--- src/rtl/sdram_mon_pkg.sv ---
package sdram_mon_pkg;

    typedef enum logic [3:0] {
        CMD_NOP     = 4'd0,
        CMD_INHIBIT = 4'd1,
        CMD_ACT     = 4'd2,
        CMD_RD      = 4'd3,
        CMD_RDA     = 4'd4,
        CMD_WR      = 4'd5,
        CMD_WRA     = 4'd6,
        CMD_PRE     = 4'd7,
        CMD_PREA    = 4'd8,
        CMD_REF     = 4'd9,
        CMD_LMR     = 4'd10,
        CMD_BST     = 4'd11
    } cmd_e;

    typedef enum logic [1:0] {
        BK_IDLE    = 2'd0,
        BK_ACTIVE  = 2'd1,
        BK_PRECH   = 2'd2,
        BK_AUTOPRE = 2'd3
    } bank_st_e;

    typedef enum logic [1:0] {
        DV_NORMAL  = 2'd0,
        DV_REFRESH = 2'd1,
        DV_MODEREG = 2'd2,
        DV_PREALL  = 2'd3
    } dev_st_e;

    typedef enum logic [2:0] {
        ERR_NONE        = 3'd0,
        ERR_DEV_BUSY    = 3'd1,
        ERR_NEED_IDLE   = 3'd2,
        ERR_ACT_BUSY    = 3'd3,
        ERR_RW_INACTIVE = 3'd4,
        ERR_PRE_TRANS   = 3'd5,
        ERR_NO_BURST    = 3'd6,
        ERR_UNDEF       = 3'd7
    } err_e;

endpackage

--- src/rtl/sdram_mon_bank.sv ---
module sdram_mon_bank
    import sdram_mon_pkg::*;
#(
    parameter int T_RP = 3,
    parameter int CW   = 2
) (
    input  logic     clk,
    input  logic     rst_n,
    input  logic     open_i,
    input  logic     close_i,
    input  logic     close_ap_i,
    input  logic     flush_i,
    output bank_st_e state_o
);

    localparam logic [CW-1:0] LOAD = CW'(T_RP - 1);
    localparam logic [CW-1:0] LAST = CW'(1);

    bank_st_e        state_q, state_d;
    logic [CW-1:0]   cnt_q, cnt_d;

    // next state
    always_comb begin
        state_d = state_q;
        cnt_d   = cnt_q;
        unique case (state_q)
            BK_IDLE: begin
                if (open_i) state_d = BK_ACTIVE;
            end
            BK_ACTIVE: begin
                if (flush_i) begin
                    state_d = BK_IDLE;
                end else if (close_i) begin
                    state_d = BK_PRECH;
                    cnt_d   = LOAD;
                end else if (close_ap_i) begin
                    state_d = BK_AUTOPRE;
                    cnt_d   = LOAD;
                end
            end
            BK_PRECH, BK_AUTOPRE: begin
                if (cnt_q <= LAST) begin
                    state_d = BK_IDLE;
                    cnt_d   = '0;
                end else begin
                    cnt_d = cnt_q - LAST;
                end
            end
            default: state_d = BK_IDLE;
        endcase
    end

    // state register
    always_ff @(posedge clk) begin
        if (!rst_n) begin
            state_q <= BK_IDLE;
            cnt_q   <= '0;
        end else begin
            state_q <= state_d;
            cnt_q   <= cnt_d;
        end
    end

    // outputs
    always_comb begin
        state_o = state_q;
    end

endmodule

--- src/rtl/sdram_mon_device.sv ---
module sdram_mon_device
    import sdram_mon_pkg::*;
#(
    parameter int T_RP  = 3,
    parameter int T_RC  = 8,
    parameter int T_MRD = 2,
    parameter int CW    = 4
) (
    input  logic    clk,
    input  logic    rst_n,
    input  logic    start_ref_i,
    input  logic    start_mrs_i,
    input  logic    start_pall_i,
    output dev_st_e state_o
);

    localparam logic [CW-1:0] LOAD_RC  = CW'(T_RC - 1);
    localparam logic [CW-1:0] LOAD_MRD = CW'(T_MRD - 1);
    localparam logic [CW-1:0] LOAD_RP  = CW'(T_RP - 1);
    localparam logic [CW-1:0] LAST     = CW'(1);

    dev_st_e         state_q, state_d;
    logic [CW-1:0]   cnt_q, cnt_d;

    // next state
    always_comb begin
        state_d = state_q;
        cnt_d   = cnt_q;
        unique case (state_q)
            DV_NORMAL: begin
                if (start_ref_i) begin
                    state_d = DV_REFRESH;
                    cnt_d   = LOAD_RC;
                end else if (start_mrs_i) begin
                    state_d = DV_MODEREG;
                    cnt_d   = LOAD_MRD;
                end else if (start_pall_i) begin
                    state_d = DV_PREALL;
                    cnt_d   = LOAD_RP;
                end
            end
            DV_REFRESH, DV_MODEREG, DV_PREALL: begin
                if (cnt_q <= LAST) begin
                    state_d = DV_NORMAL;
                    cnt_d   = '0;
                end else begin
                    cnt_d = cnt_q - LAST;
                end
            end
            default: state_d = DV_NORMAL;
        endcase
    end

    // state register
    always_ff @(posedge clk) begin
        if (!rst_n) begin
            state_q <= DV_NORMAL;
            cnt_q   <= '0;
        end else begin
            state_q <= state_d;
            cnt_q   <= cnt_d;
        end
    end

    // outputs
    always_comb begin
        state_o = state_q;
    end

endmodule

--- src/rtl/sdram_mon_rules.sv ---
module sdram_mon_rules
    import sdram_mon_pkg::*;
#(
    parameter int NUM_BANKS = 4,
    parameter int BA_W      = 2
) (
    input  logic [3:0]           cmd_i,
    input  logic [BA_W-1:0]      bank_i,
    input  bank_st_e             bank_st_i [NUM_BANKS],
    input  dev_st_e              dev_st_i,
    input  logic                 burst_live_i,
    input  logic [BA_W-1:0]      burst_bank_i,
    output err_e                 code_o,
    output logic [NUM_BANKS-1:0] open_o,
    output logic [NUM_BANKS-1:0] close_o,
    output logic [NUM_BANKS-1:0] close_ap_o,
    output logic                 flush_o,
    output logic                 start_ref_o,
    output logic                 start_mrs_o,
    output logic                 start_pall_o,
    output logic                 burst_set_o,
    output logic                 burst_clr_o
);

    logic [NUM_BANKS-1:0] bank_oh;
    logic                 banks_idle;
    logic                 any_trans;
    logic                 nopish;
    bank_st_e             sel_st;

    always_comb begin
        bank_oh    = '0;
        banks_idle = 1'b1;
        any_trans  = 1'b0;
        for (int b = 0; b < NUM_BANKS; b++) begin
            if (bank_i == BA_W'(b)) bank_oh[b] = 1'b1;
            if (bank_st_i[b] != BK_IDLE) banks_idle = 1'b0;
            if (bank_st_i[b] == BK_PRECH || bank_st_i[b] == BK_AUTOPRE) any_trans = 1'b1;
        end
        sel_st = bank_st_i[bank_i];
        nopish = (cmd_i == CMD_NOP) || (cmd_i == CMD_INHIBIT);
    end

    always_comb begin
        code_o       = ERR_NONE;
        open_o       = '0;
        close_o      = '0;
        close_ap_o   = '0;
        flush_o      = 1'b0;
        start_ref_o  = 1'b0;
        start_mrs_o  = 1'b0;
        start_pall_o = 1'b0;
        burst_set_o  = 1'b0;
        burst_clr_o  = 1'b0;
        if (cmd_i > CMD_BST) begin
            code_o = ERR_UNDEF;
        end else if (dev_st_i != DV_NORMAL && !nopish) begin
            code_o = ERR_DEV_BUSY;
        end else begin
            unique case (cmd_e'(cmd_i))
                CMD_NOP, CMD_INHIBIT: begin
                end
                CMD_ACT: begin
                    if (sel_st != BK_IDLE) code_o = ERR_ACT_BUSY;
                    else                   open_o = bank_oh;
                end
                CMD_RD, CMD_WR: begin
                    if (sel_st != BK_ACTIVE) code_o = ERR_RW_INACTIVE;
                    else                     burst_set_o = 1'b1;
                end
                CMD_RDA, CMD_WRA: begin
                    if (sel_st != BK_ACTIVE) begin
                        code_o = ERR_RW_INACTIVE;
                    end else begin
                        close_ap_o  = bank_oh;
                        burst_clr_o = 1'b1;
                    end
                end
                CMD_PRE: begin
                    if (sel_st == BK_PRECH || sel_st == BK_AUTOPRE) begin
                        code_o = ERR_PRE_TRANS;
                    end else begin
                        close_o = bank_oh;
                        if (burst_live_i && burst_bank_i == bank_i) burst_clr_o = 1'b1;
                    end
                end
                CMD_PREA: begin
                    if (any_trans) begin
                        code_o = ERR_PRE_TRANS;
                    end else begin
                        flush_o      = 1'b1;
                        start_pall_o = 1'b1;
                        burst_clr_o  = 1'b1;
                    end
                end
                CMD_REF: begin
                    if (!banks_idle) code_o = ERR_NEED_IDLE;
                    else             start_ref_o = 1'b1;
                end
                CMD_LMR: begin
                    if (!banks_idle) code_o = ERR_NEED_IDLE;
                    else             start_mrs_o = 1'b1;
                end
                CMD_BST: begin
                    if (!burst_live_i) code_o = ERR_NO_BURST;
                    else               burst_clr_o = 1'b1;
                end
                default: code_o = ERR_UNDEF;
            endcase
        end
    end

endmodule

--- src/rtl/sdram_cmd_monitor.sv ---
module sdram_cmd_monitor
    import sdram_mon_pkg::*;
#(
    parameter  int NUM_BANKS = 4,
    parameter  int T_RP      = 3,
    parameter  int T_RC      = 8,
    parameter  int T_MRD     = 2,
    localparam int BA_W      = (NUM_BANKS > 1) ? $clog2(NUM_BANKS) : 1
) (
    input  logic                   clk,
    input  logic                   rst_n,
    input  logic [3:0]             cmd_i,
    input  logic [BA_W-1:0]        bank_i,
    output logic [2*NUM_BANKS-1:0] bank_state_o,
    output logic                   all_idle_o,
    output logic                   err_o,
    output logic [2:0]             err_code_o
);

    localparam int T_MAX0 = (T_RC > T_RP) ? T_RC : T_RP;
    localparam int T_MAX  = (T_MAX0 > T_MRD) ? T_MAX0 : T_MRD;
    localparam int CW     = $clog2(T_MAX + 1);

    bank_st_e             bank_st [NUM_BANKS];
    dev_st_e              dev_st;
    err_e                 code;
    logic [NUM_BANKS-1:0] open_v, close_v, close_ap_v;
    logic                 flush, start_ref, start_mrs, start_pall;
    logic                 burst_set, burst_clr;
    logic                 burst_live_q;
    logic [BA_W-1:0]      burst_bank_q;
    logic                 err_q;
    logic [2:0]           err_code_q;

    sdram_mon_rules #(
        .NUM_BANKS (NUM_BANKS),
        .BA_W      (BA_W)
    ) u_rules (
        .cmd_i        (cmd_i),
        .bank_i       (bank_i),
        .bank_st_i    (bank_st),
        .dev_st_i     (dev_st),
        .burst_live_i (burst_live_q),
        .burst_bank_i (burst_bank_q),
        .code_o       (code),
        .open_o       (open_v),
        .close_o      (close_v),
        .close_ap_o   (close_ap_v),
        .flush_o      (flush),
        .start_ref_o  (start_ref),
        .start_mrs_o  (start_mrs),
        .start_pall_o (start_pall),
        .burst_set_o  (burst_set),
        .burst_clr_o  (burst_clr)
    );

    for (genvar b = 0; b < NUM_BANKS; b++) begin : g_bank
        sdram_mon_bank #(
            .T_RP (T_RP),
            .CW   (CW)
        ) u_bank (
            .clk        (clk),
            .rst_n      (rst_n),
            .open_i     (open_v[b]),
            .close_i    (close_v[b]),
            .close_ap_i (close_ap_v[b]),
            .flush_i    (flush),
            .state_o    (bank_st[b])
        );
    end

    sdram_mon_device #(
        .T_RP  (T_RP),
        .T_RC  (T_RC),
        .T_MRD (T_MRD),
        .CW    (CW)
    ) u_device (
        .clk          (clk),
        .rst_n        (rst_n),
        .start_ref_i  (start_ref),
        .start_mrs_i  (start_mrs),
        .start_pall_i (start_pall),
        .state_o      (dev_st)
    );

    // burst tracker and error register
    always_ff @(posedge clk) begin
        if (!rst_n) begin
            burst_live_q <= 1'b0;
            burst_bank_q <= '0;
            err_q        <= 1'b0;
            err_code_q   <= 3'd0;
        end else begin
            if (burst_set) begin
                burst_live_q <= 1'b1;
                burst_bank_q <= bank_i;
            end else if (burst_clr) begin
                burst_live_q <= 1'b0;
            end
            err_q      <= (code != ERR_NONE);
            err_code_q <= code;
        end
    end

    // outputs
    always_comb begin
        all_idle_o = (dev_st == DV_NORMAL);
        for (int b = 0; b < NUM_BANKS; b++) begin
            bank_state_o[2*b +: 2] = bank_st[b];
            if (bank_st[b] != BK_IDLE) all_idle_o = 1'b0;
        end
        err_o      = err_q;
        err_code_o = err_code_q;
    end

endmodule

--- config.mk ---
export PLATFORM = sky130hd
export DESIGN_NAME = sdram_cmd_monitor
export DESIGN_NICKNAME = d
export VERILOG_FILES = /design/src/rtl/sdram_mon_pkg.sv /design/src/rtl/sdram_mon_bank.sv /design/src/rtl/sdram_mon_device.sv /design/src/rtl/sdram_mon_rules.sv /design/src/rtl/sdram_cmd_monitor.sv
export SDC_FILE = /design/constraint.sdc
export NUM_CORES = 1
export LEC_CHECK = 0
export BUFFER_PORTS_ARGS = -buffer_cell sky130_fd_sc_hd__buf_2
export CAP_MARGIN = 5
export CORE_UTILIZATION = 55
export CTS_CLUSTER_SIZE = 40
export DETAILED_ROUTE_END_ITERATION = 8
export PLACE_DENSITY = 0.73
export RECOVER_POWER = 100
export SLEW_MARGIN = 20
export SYNTH_ARGS = -nofsm -noshare
export SYNTH_HDL_FRONTEND = slang
export SYNTH_SLANG_ARGS = --single-unit
export TNS_END_PERCENT = 30
--- constraint.sdc ---
create_clock -name clk -period 3.6 [get_ports clk]
set_input_delay 0.18 -clock clk [delete_from_list [all_inputs] [get_ports clk]]
set_output_delay 0.18 -clock clk [all_outputs]
set_load 0.02 [all_outputs]
==> impl_metrics.py, run 1 <==
metrics = {
    "timing": {
        "fin_skew_ns": 0.003722,
        "slew_headroom_pct": 48.82,
        "hold_ws_ns": 0.3007,
        "drv_slew": 0,
        "worst_pin_slew_ns": 0.7612,
        "timing.fmax_ghz": 0.4534,
        "period_share_pct": 61.26,
        "min_period_ns": 2.205,
        "fin_tns_setup_ns": 0,
        "hold_violations": 0,
        "grt_setup_unrepaired": "no",
        "setup_viol": 0,
    },
    "yosys": {
        "avgSynthCellArea_sq_um": 8.320,
        "ys_ff_latch": 37,
        "synth_top_area_share_pct": 33.22,
        "yosys.area_share.simple_pct": 24.58,
        "synth_nets": 286,
        "yosysSeqAreaShare_pct": 33.22,
        "yosysMostFrequentCell": "dfxtp_1",
        "synth_warnings": 0,
        "synth_fa_ha_area_share_pct": 6.117,
        "yosys.area_share.xor_xnor_pct": 1.178,
        "netlist_area_sq_um": 2230,
        "synth_edf_count": 0,
        "netlist_instances": 268,
        "synthTopCellsByArea": "dfxtp_1, ha_1, nand2_1",
        "synth_top_family_by_area": "simple AND/OR/NAND/NOR gates",
        "synth_compound_area_share_pct": 24.13,
        "yosys.area.top_type": "dfxtp_1",
        "synth_mux_area_share_pct": 3.816,
        "synth_commonest_cells": "dfxtp_1, nand2_1, nor2_1",
        "synthFlopType": "dfxtp_1",
        "synth_cell_types": 49,
        "async_flop_share_pct": 0,
    },
    "die": {
        "fp.coreArea_sq_um": 3771,
        "ioPinCount": 21,
        "start_util_pct": 59.12,
        "row_count": 22,
        "die_height_um": 65.67,
        "die_w_um": 65.67,
        "die_area_sq_um": 4313,
    },
    "global_routing": {
        "grt_pass1_vias": 1835,
        "grt.overflow.total": 0,
        "antenna_found_initial": 0,
        "grt_pass1_wl_mm": 8.404,
        "grt_max_degree": 41,
        "grt_usage_pct": 25.45,
    },
    "clock_tree": {
        "h-tree-depth": 2,
        "cts_hold_buf": 0,
        "tritoncts": "built",
        "cts_resized": 0,
        "cts-root-buf": "clkbuf_8",
        "clockBufferDepth": 2,
        "cts_buffers": 5,
        "cts_setup_buffers": 0,
        "insertion_delay_ns": 0.30,
        "cts.clk_slew.worst_paths_ns": 0.07,
        "numClockSinks": 37,
    },
    "placement": {
        "gp_congestion": 0.8213,
        "dp_hpwl_mm": 3.335,
        "io_buffers": 20,
        "dpl_cell_area_sq_um": 2295,
    },
    "worst_setup_path": {
        "cpPeakStageDelay_ns": 0.63,
        "cpMaxStageDelayCell": "or4_1",
        "crit_family": "simple AND/OR/NAND/NOR gates",
        "crit_buf_inv": 0,
        "crit_path_max_fanout": 6,
        "arrival_ns": 2.40,
        "required_ns": 3.79,
        "crit_type": "flop to flop",
        "start_kind": "flop",
        "crit_chain": "or4_1 > maj3_1 > o31a_1 > a221oi_1 > nor2b_1",
        "critPathCaptureType": "flop",
    },
    "power_and_ir_drop": {
        "power_density_nw_per_um2": 350.9,
        "vdd_ir_drop_max_mv": 0.2360,
        "leakagePower_nw": 0.9214,
    },
    "layout": {
        "antenna_cells": 0,
        "final_cell_area_sq_um": 2372,
        "nets": 296,
        "nFillCells": 345,
        "area_growth_pct": 6.398,
        "drive_gt1_share_pct": 10.04,
    },
    "detailed_routing": {
        "avgRoutedWirePerCell_um": 14.82,
        "vias": 1992,
        "ant_nets": 0,
        "dr.pass1.iters": 4,
        "vias_per_cell": 6.092,
        "drc": 0,
        "dr.first_iter.drc_count": 216,
        "finalWirelength_mm": 4.845,
    },
    "hold_path": {
        "min_path_type": "input port to flop",
    },
    "run": {
        "cap_violations": 0,
    },
    "status": {
        "status": "finished clean",
    },
}
==> cells in the final DEF (no fill, tap or decap), types with 8 or more instances in the layout <==
cell type / instances
o31ai_1: 9
nand2_1: 22
o21ai_0: 8
inv_1: 16
nor3_1: 10
dfxtp_1: 37
clkbuf_1: 13
nor2b_1: 9
a21oi_1: 9
nor2_1: 22
ha_1: 10
o21a_1: 8
==> area by class of cell <==
cell class                      count  area, sq um  share of cell area [%]
Clock buffer                        7        96.34                   4.061
Clock inverter                      1        5.005                  0.2110
Sequential cell                    37        740.7                   31.22
Timing Repair Buffer               20        83.83                   3.534
Multi-Input combinational cell    198         1326                   55.91
Inverter                           16        60.06                   2.532
Tap cell                           48        60.06                   2.532
==> sequential cells by signal, summed over array words and instances (netlist names) <==
name / count
g_bank.u_bank.state_o: 8
burst_bank_q: 2
err_code_o: 3
u_device.state_o: 2
u_device.cnt_q: 4
burst_live_q: 1
err_o: 1
g_bank.u_bank.cnt_q: 16
==> metrics by stage <==
stage          instances  setup WS (ns)  util (%)  power (mW)
6_report             327          1.395     62.91      0.8324
3_3_place_gp         319          1.514     60.85      0.5194
5_1_grt              327          1.301     62.91      0.8662
2_1_floorplan        268          1.460         -      0.4994
3_5_place_dp         319          1.474     60.85      0.5197
4_1_cts              327          1.450     63.54      0.8403
==> worst reg2reg max path: stages, from the launching register on <==
cell and delay (ns):
dfxtp_1 0.34, or4_1 0.63, maj3_1 0.40, o31a_1 0.34, a221oi_1 0.31, nor2b_1 0.07
==> layer usage <==
metal	vias up	wire length, um	GRT usage, %
met4	0	90	11.41
met1	932	2254	32.44
met5	-	0	0
met3	10	259	6.250
met2	53	2241	40.18
li1	997	-	-
==> worst paths after layout <==
| check | slack (ns) | from | to | depth (start not counted) |
|---|---|---|---|---|
| setup reg to reg | 1.39 | g_bank[2].u_bank.state_o[0] | u_device.cnt_q[0] | 5 |
| hold / removal | 0.30 | bank_i[0] | burst_bank_q[0] | 3 |
| setup / recovery | 1.39 | g_bank[2].u_bank.state_o[0] | u_device.cnt_q[0] | 5 |
| hold reg to reg | 0.48 | g_bank[1].u_bank.cnt_q[3] | g_bank[1].u_bank.cnt_q[3] | 1 |
==> power by group <==
group          switching [mW]  total (mW)  internal (mW)
Combinational          0.0558      0.0874         0.0316
Clock                   0.150       0.323          0.173
Sequential            0.00530       0.422          0.416
==> kinds of logic after synthesis <==
family / Yosys count
buffers and inverters: 33
and+or+nand+nor: 104
xor gates and xnor gates: 3
AOI/OAI and AO/OA: 74
muxes: 6
adders and majority gates: 11
DFF: 37
(Power assumes the default switching activity.)
==> run 2, diff against run 1 <==
ABC_AREA = 1   (was not set)
PLACE_DENSITY = 0.72   (was 0.73)
clock period = 2.3 ns   (was 3.6 ns; I/O delays follow)
==> impl_metrics.py, run 2 <==
metrics = {
    "yosys": {
        "synthFlopType": "dfxtp_1",
        "yosysSeqAreaShare_pct": 29.08,
        "synth_edf_count": 0,
        "netlist_instances": 383,
        "yosysMostFrequentCell": "nand2_1",
        "ys_ff_latch": 37,
        "async_flop_share_pct": 0,
        "yosys.area.top_type": "dfxtp_1",
        "netlist_area_sq_um": 2547,
        "synth_top_area_share_pct": 29.08,
        "synth_warnings": 0,
        "synthTopCellsByArea": "dfxtp_1, nand2_1, a21oi_1",
        "avgSynthCellArea_sq_um": 6.651,
        "synth_commonest_cells": "nand2_1, inv_1, a21oi_1",
        "synth_cell_types": 34,
        "synth_nets": 401,
    },
    "clock_tree": {
        "tritoncts": "built",
        "insertion_delay_ns": 0.29,
        "clockBufferDepth": 2,
        "cts_buffers": 5,
        "cts_resized": 0,
        "cts.clk_slew.worst_paths_ns": 0.07,
        "numClockSinks": 37,
        "cts_hold_buf": 0,
        "cts_setup_buffers": 0,
        "h-tree-depth": 2,
        "cts-root-buf": "clkbuf_8",
    },
    "timing": {
        "hold_ws_ns": 0.2066,
        "setup_viol": 0,
        "hold_violations": 0,
        "worst_pin_slew_ns": 0.5730,
        "slew_headroom_pct": 61.57,
        "fin_skew_ns": 0.006425,
        "period_share_pct": 80.58,
        "timing.fmax_ghz": 0.5396,
        "fin_tns_setup_ns": 0,
        "drv_slew": 0,
        "grt_setup_unrepaired": "no",
        "min_period_ns": 1.853,
    },
    "power_and_ir_drop": {
        "vdd_ir_drop_max_mv": 0.3440,
        "power_mw": 2.144,
        "power_density_nw_per_um2": 787.1,
        "leakagePower_nw": 1.233,
    },
    "placement": {
        "dpl_cell_area_sq_um": 2660,
        "gp_congestion": 0.8967,
        "placed_cells": 449,
        "io_buffers": 20,
        "dp_hpwl_mm": 4.134,
    },
    "global_routing": {
        "antenna_found_initial": 0,
        "grt.overflow.total": 0,
        "grt_pass1_wl_mm": 9.522,
        "grt_pass1_vias": 2174,
        "grt_usage_pct": 23.74,
        "grt_max_degree": 21,
    },
    "die": {
        "ioPinCount": 21,
        "die_area_sq_um": 4908,
        "die_w_um": 70.06,
        "die_height_um": 70.06,
        "start_util_pct": 57.71,
        "row_count": 24,
        "fp.coreArea_sq_um": 4414,
    },
    "detailed_routing": {
        "vias_per_cell": 5.249,
        "ant_nets": 0,
        "finalWirelength_mm": 5.439,
        "dr.pass1.iters": 4,
        "avgRoutedWirePerCell_um": 11.90,
        "drc": 0,
        "dr.first_iter.drc_count": 105,
        "vias": 2399,
    },
    "layout": {
        "largest_reg_flops": 16,
        "fin_cells": 457,
        "antenna_cells": 0,
        "nFillCells": 430,
        "nets": 422,
        "drive_gt1_share_pct": 12.59,
        "final_common_cell": "nand2_1",
        "area_growth_pct": 6.925,
        "layout_common_cells": "nand2_1, inv_1, a21oi_1",
        "final_cell_area_sq_um": 2724,
        "regMostFlops": "g_bank.u_bank.cnt_q",
    },
    "run": {
        "cap_violations": 0,
    },
    "worst_setup_path": {
        "critPathCaptureType": "flop",
        "start_kind": "flop",
        "crit_type": "flop to flop",
        "required_ns": 2.53,
        "crit_path_max_fanout": 8,
        "arrival_ns": 2.08,
    },
    "status": {
        "status": "finished clean",
    },
    "hold_path": {
        "min_path_type": "input port to flop",
    },
}
## run 2: cell count changes in the layout (fill, tap and decap cells not counted), sizes merged, moves of 8 or more
cell / change
inv: +35
a21oi: +32
o21ai: +8
nand3: +32
nor2: +25
nand2: +74
o31ai: -8
nor2b: -8
## run 2: cell type report
cell class                 instances  area, sq um  area share, %
timing repair buffer              22        98.84          3.629
inverter                          52        195.2          7.166
clock buffer                       6        72.57          2.664
multi-input combinational        286         1513          55.54
sequential                        37        740.7          27.19
clock inverter                     2        38.79          1.424
tap                               52        65.06          2.389
## run 2: path summary, 6_finish.rpt
path | startpoint | end | slack (ns) | depth (start not counted)
hold reg to reg | burst_bank_q[0] | burst_bank_q[0] | 0.46 | 2
hold / removal | cmd_i[2] | err_code_o[1] | 0.21 | 3
setup / recovery | u_device.state_o[1] | g_bank[3].u_bank.cnt_q[1] | 0.45 | 9
setup reg to reg | u_device.state_o[1] | g_bank[3].u_bank.cnt_q[1] | 0.45 | 9
## run 2: power by group
part / switching [mW] / internal [mW]
logic: 0.519 / 0.270
clock network: 0.243 / 0.326
registers: 0.0680 / 0.718
## run 2: kinds of logic after synthesis
| group | after synthesis | share of synthesized area, % |
|---|---|---|
| flip-flops | 37 | 29.08 |
| AO/OA/AOI/OAI | 61 | 13.26 |
| AND/OR/NAND/NOR | 208 | 40.03 |
| XOR/XNOR | 7 | 2.407 |
| buffers and inverters | 60 | 10.31 |
| adder cells (fa/ha/maj) | 10 | 4.912 |
## run 2: stage by stage
step	utilization, %	setup WS, ns
after detailed placement	60.26	0.5888
after floorplan	-	0.7729
final	61.71	0.4467
after global routing	61.71	0.2346
after global placement	60.26	0.6277
after CTS	62.78	0.5469
## run 2: critical path, cell delays in order (launching register included)
cell and delay [ns]:
dfxtp_1 0.34, nor2_4 0.15, inv_1 0.13, a21oi_1 0.46
nand3_2 0.15, nand2_4 0.16, nand3_2 0.14, nand2_1 0.09
nand2_1 0.05, a21oi_1 0.11
## run 2: metal layers
layer	vias to the layer above	wire, um	part of all wire (%)	track usage [%]
met3	5	171	3.1	5.051
met5	-	0	0	0
li1	1276	-	-	-
met1	1086	2604	48	30.64
met2	32	2619	48	40.49
met4	0	44	0.81	5.333
==> run 3, diff against run 2 <==
CORE_UTILIZATION = 54   (was 55)
PLACE_DENSITY = 0.74   (was 0.72)
clock period = 1.6 ns   (was 2.3 ns; I/O delays follow)
==> impl_metrics.py, run 3 (synthesis results as in run 2) <==
metrics = {
    "worst_setup_path": {
        "crit_start": "g_bank[1].u_bank.cnt_q[0]",
        "crit_path_max_fanout": 4,
        "crit_type": "flop to flop",
        "r2r-start": "g_bank[1].u_bank.cnt_q[0]",
        "arrival_ns": 1.70,
        "reg2regPathDepth": 6,
        "reg2reg_to": "g_bank[1].u_bank.cnt_q[1]",
        "critPathCaptureType": "flop",
        "start_kind": "flop",
        "required_ns": 1.83,
        "reg2reg_slack_ns": 0.13,
    },
    "timing": {
        "drv_slew": 0,
        "fin_skew_ns": 0.007944,
        "worst_slack_ns": 0.1331,
        "fin_tns_setup_ns": 0,
        "worst_pin_slew_ns": 0.2720,
        "hold_violations": 0,
        "period_share_pct": 91.68,
        "min_period_ns": 1.467,
        "setup_viol": 0,
        "hold_ws_ns": 0.1783,
        "slew_headroom_pct": 81.73,
        "timing.fmax_ghz": 0.6817,
    },
    "power_and_ir_drop": {
        "p_int_mw": 1.862,
        "switching_share_pct": 41.15,
        "power_density_nw_per_um2": 1071,
        "clkPwrFrac_pct": 20.7,
        "vdd_ir_drop_max_mv": 0.5664,
        "power.switching_mw": 1.302,
        "p_comb_share_pct": 43.1,
        "power_mw": 3.164,
        "leakagePower_nw": 1.363,
        "pwr-share-seq_pct": 36.2,
    },
    "layout": {
        "nets": 442,
        "final_cell_area_sq_um": 2953,
        "area_growth_pct": 15.91,
        "final_common_cell": "nand2_1",
        "antenna_cells": 0,
        "regMostFlops": "g_bank.u_bank.cnt_q",
        "layout_common_cells": "nand2_1, inv_1, a21oi_1",
        "largest_reg_flops": 16,
        "drive_gt1_share_pct": 24.00,
    },
    "global_routing": {
        "grt_pass1_vias": 2298,
        "grt_pass1_wl_mm": 9.860,
        "antenna_found_initial": 0,
        "grt_usage_pct": 24.35,
        "grt_max_degree": 21,
        "grt.overflow.total": 0,
    },
    "placement": {
        "gp_congestion": 0.8732,
        "dp_hpwl_mm": 4.224,
        "io_buffers": 20,
        "dpl_cell_area_sq_um": 2788,
        "detailedPlace.worstSlack_ns": -0.001087,
    },
    "detailed_routing": {
        "dr.first_iter.drc_count": 127,
        "ant_nets": 0,
        "avgRoutedWirePerCell_um": 12.21,
        "dr.pass1.iters": 6,
        "finalWirelength_mm": 5.822,
        "drc": 4,
        "vias": 2514,
        "vias_per_cell": 5.270,
    },
    "hold_path": {
        "hold_start": "rst_n",
        "holdPathStages": 4,
        "hold_end": "g_bank[2].u_bank.cnt_q[3]",
        "min_path_type": "input port to flop",
    },
    "die": {
        "die_height_um": 70.69,
        "start_util_pct": 57.32,
        "fp.coreArea_sq_um": 4444,
        "row_count": 24,
        "die_w_um": 70.69,
        "ioPinCount": 21,
        "die_area_sq_um": 4996,
    },
    "status": {
        "violations": "design-rule violations",
        "status": "finished, violations left",
    },
    "clock_tree": {
        "cts.clk_slew.worst_paths_ns": 0.08,
        "insertion_delay_ns": 0.29,
        "numClockSinks": 37,
        "cts-root-buf": "clkbuf_8",
        "cts_buffers": 5,
        "tritoncts": "built",
        "clockBufferDepth": 2,
        "h-tree-depth": 2,
    },
    "run": {
        "cap_violations": 0,
    },
}
## run 3: cell count changes in the layout (fill, tap and decap cells not counted), moves of 5 or more
cell and delta:
dfxtp_1 -10, clkbuf_1 -5, dfxtp_2 +10, buf_2 +5
buf_4 +19, nor2_1 -5
## run 3: routing by layer
metal  vias to the layer above  GRT usage [%]  part of all wire (%)
met4                         0          7.556                  0.96
met3                         5          3.989                   4.4
met5                         -              0                     0
met2                        50          43.48                    49
li1                       1319              -                     -
met1                      1140          29.96                    46
## run 3: worst max-delay path by stage
stage	to	slack (ns)
floorplan	g_bank[2].u_bank.cnt_q[1]	0.07
global placement	u_device.state_o[0]	0.04
detailed placement	u_device.state_o[0]	-0.001
CTS	all_idle_o	0.02
global route	g_bank[2].u_bank.cnt_q[1]	-0.005
finish	g_bank[1].u_bank.cnt_q[1]	0.13
## run 3: critical path: stages (launching register included)
cell and delay [ns]:
dfxtp_1 0.38, inv_1 0.07, ha_1 0.22, o21ai_0 0.20, nand2_1 0.13, or2_2 0.28, a21oi_1 0.13
## run 3: cell type report
cell class	count	area (sq um)
inverters	52	197.7
well taps	52	65.06
clock buffers	5	68.82
clock inverters	3	17.52
repair buffers	42	251.5
fillers	412	1491
multi-input cells	286	1599
flip-flops and latches	37	753.2
## run 3: power by group through the flow
stage | clock network (mW) | logic, mW | registers [mW]
after CTS | 0.668 | 1.27 | 1.13
after global placement | 0 | 1.24 | 1.15
final | 0.655 | 1.36 | 1.15
after floorplan | 0 | 0.908 | 1.19
after detailed placement | 0 | 1.26 | 1.15
after global routing | 0.712 | 1.52 | 1.16
## run 3: through the flow
step | cells | util (%)
finish | 477 | 66.44
global route | 477 | 66.44
CTS | 474 | 64.78
detailed placement | 466 | 62.73
global placement | 466 | 62.73
floorplan | 383 | -
## run 3: timing repair
item	CTS	global route
hold buffers	0	0
setup endpoints to repair	4	22
buffers inserted	0	3
pin swaps	0	6
resized for setup	2	29
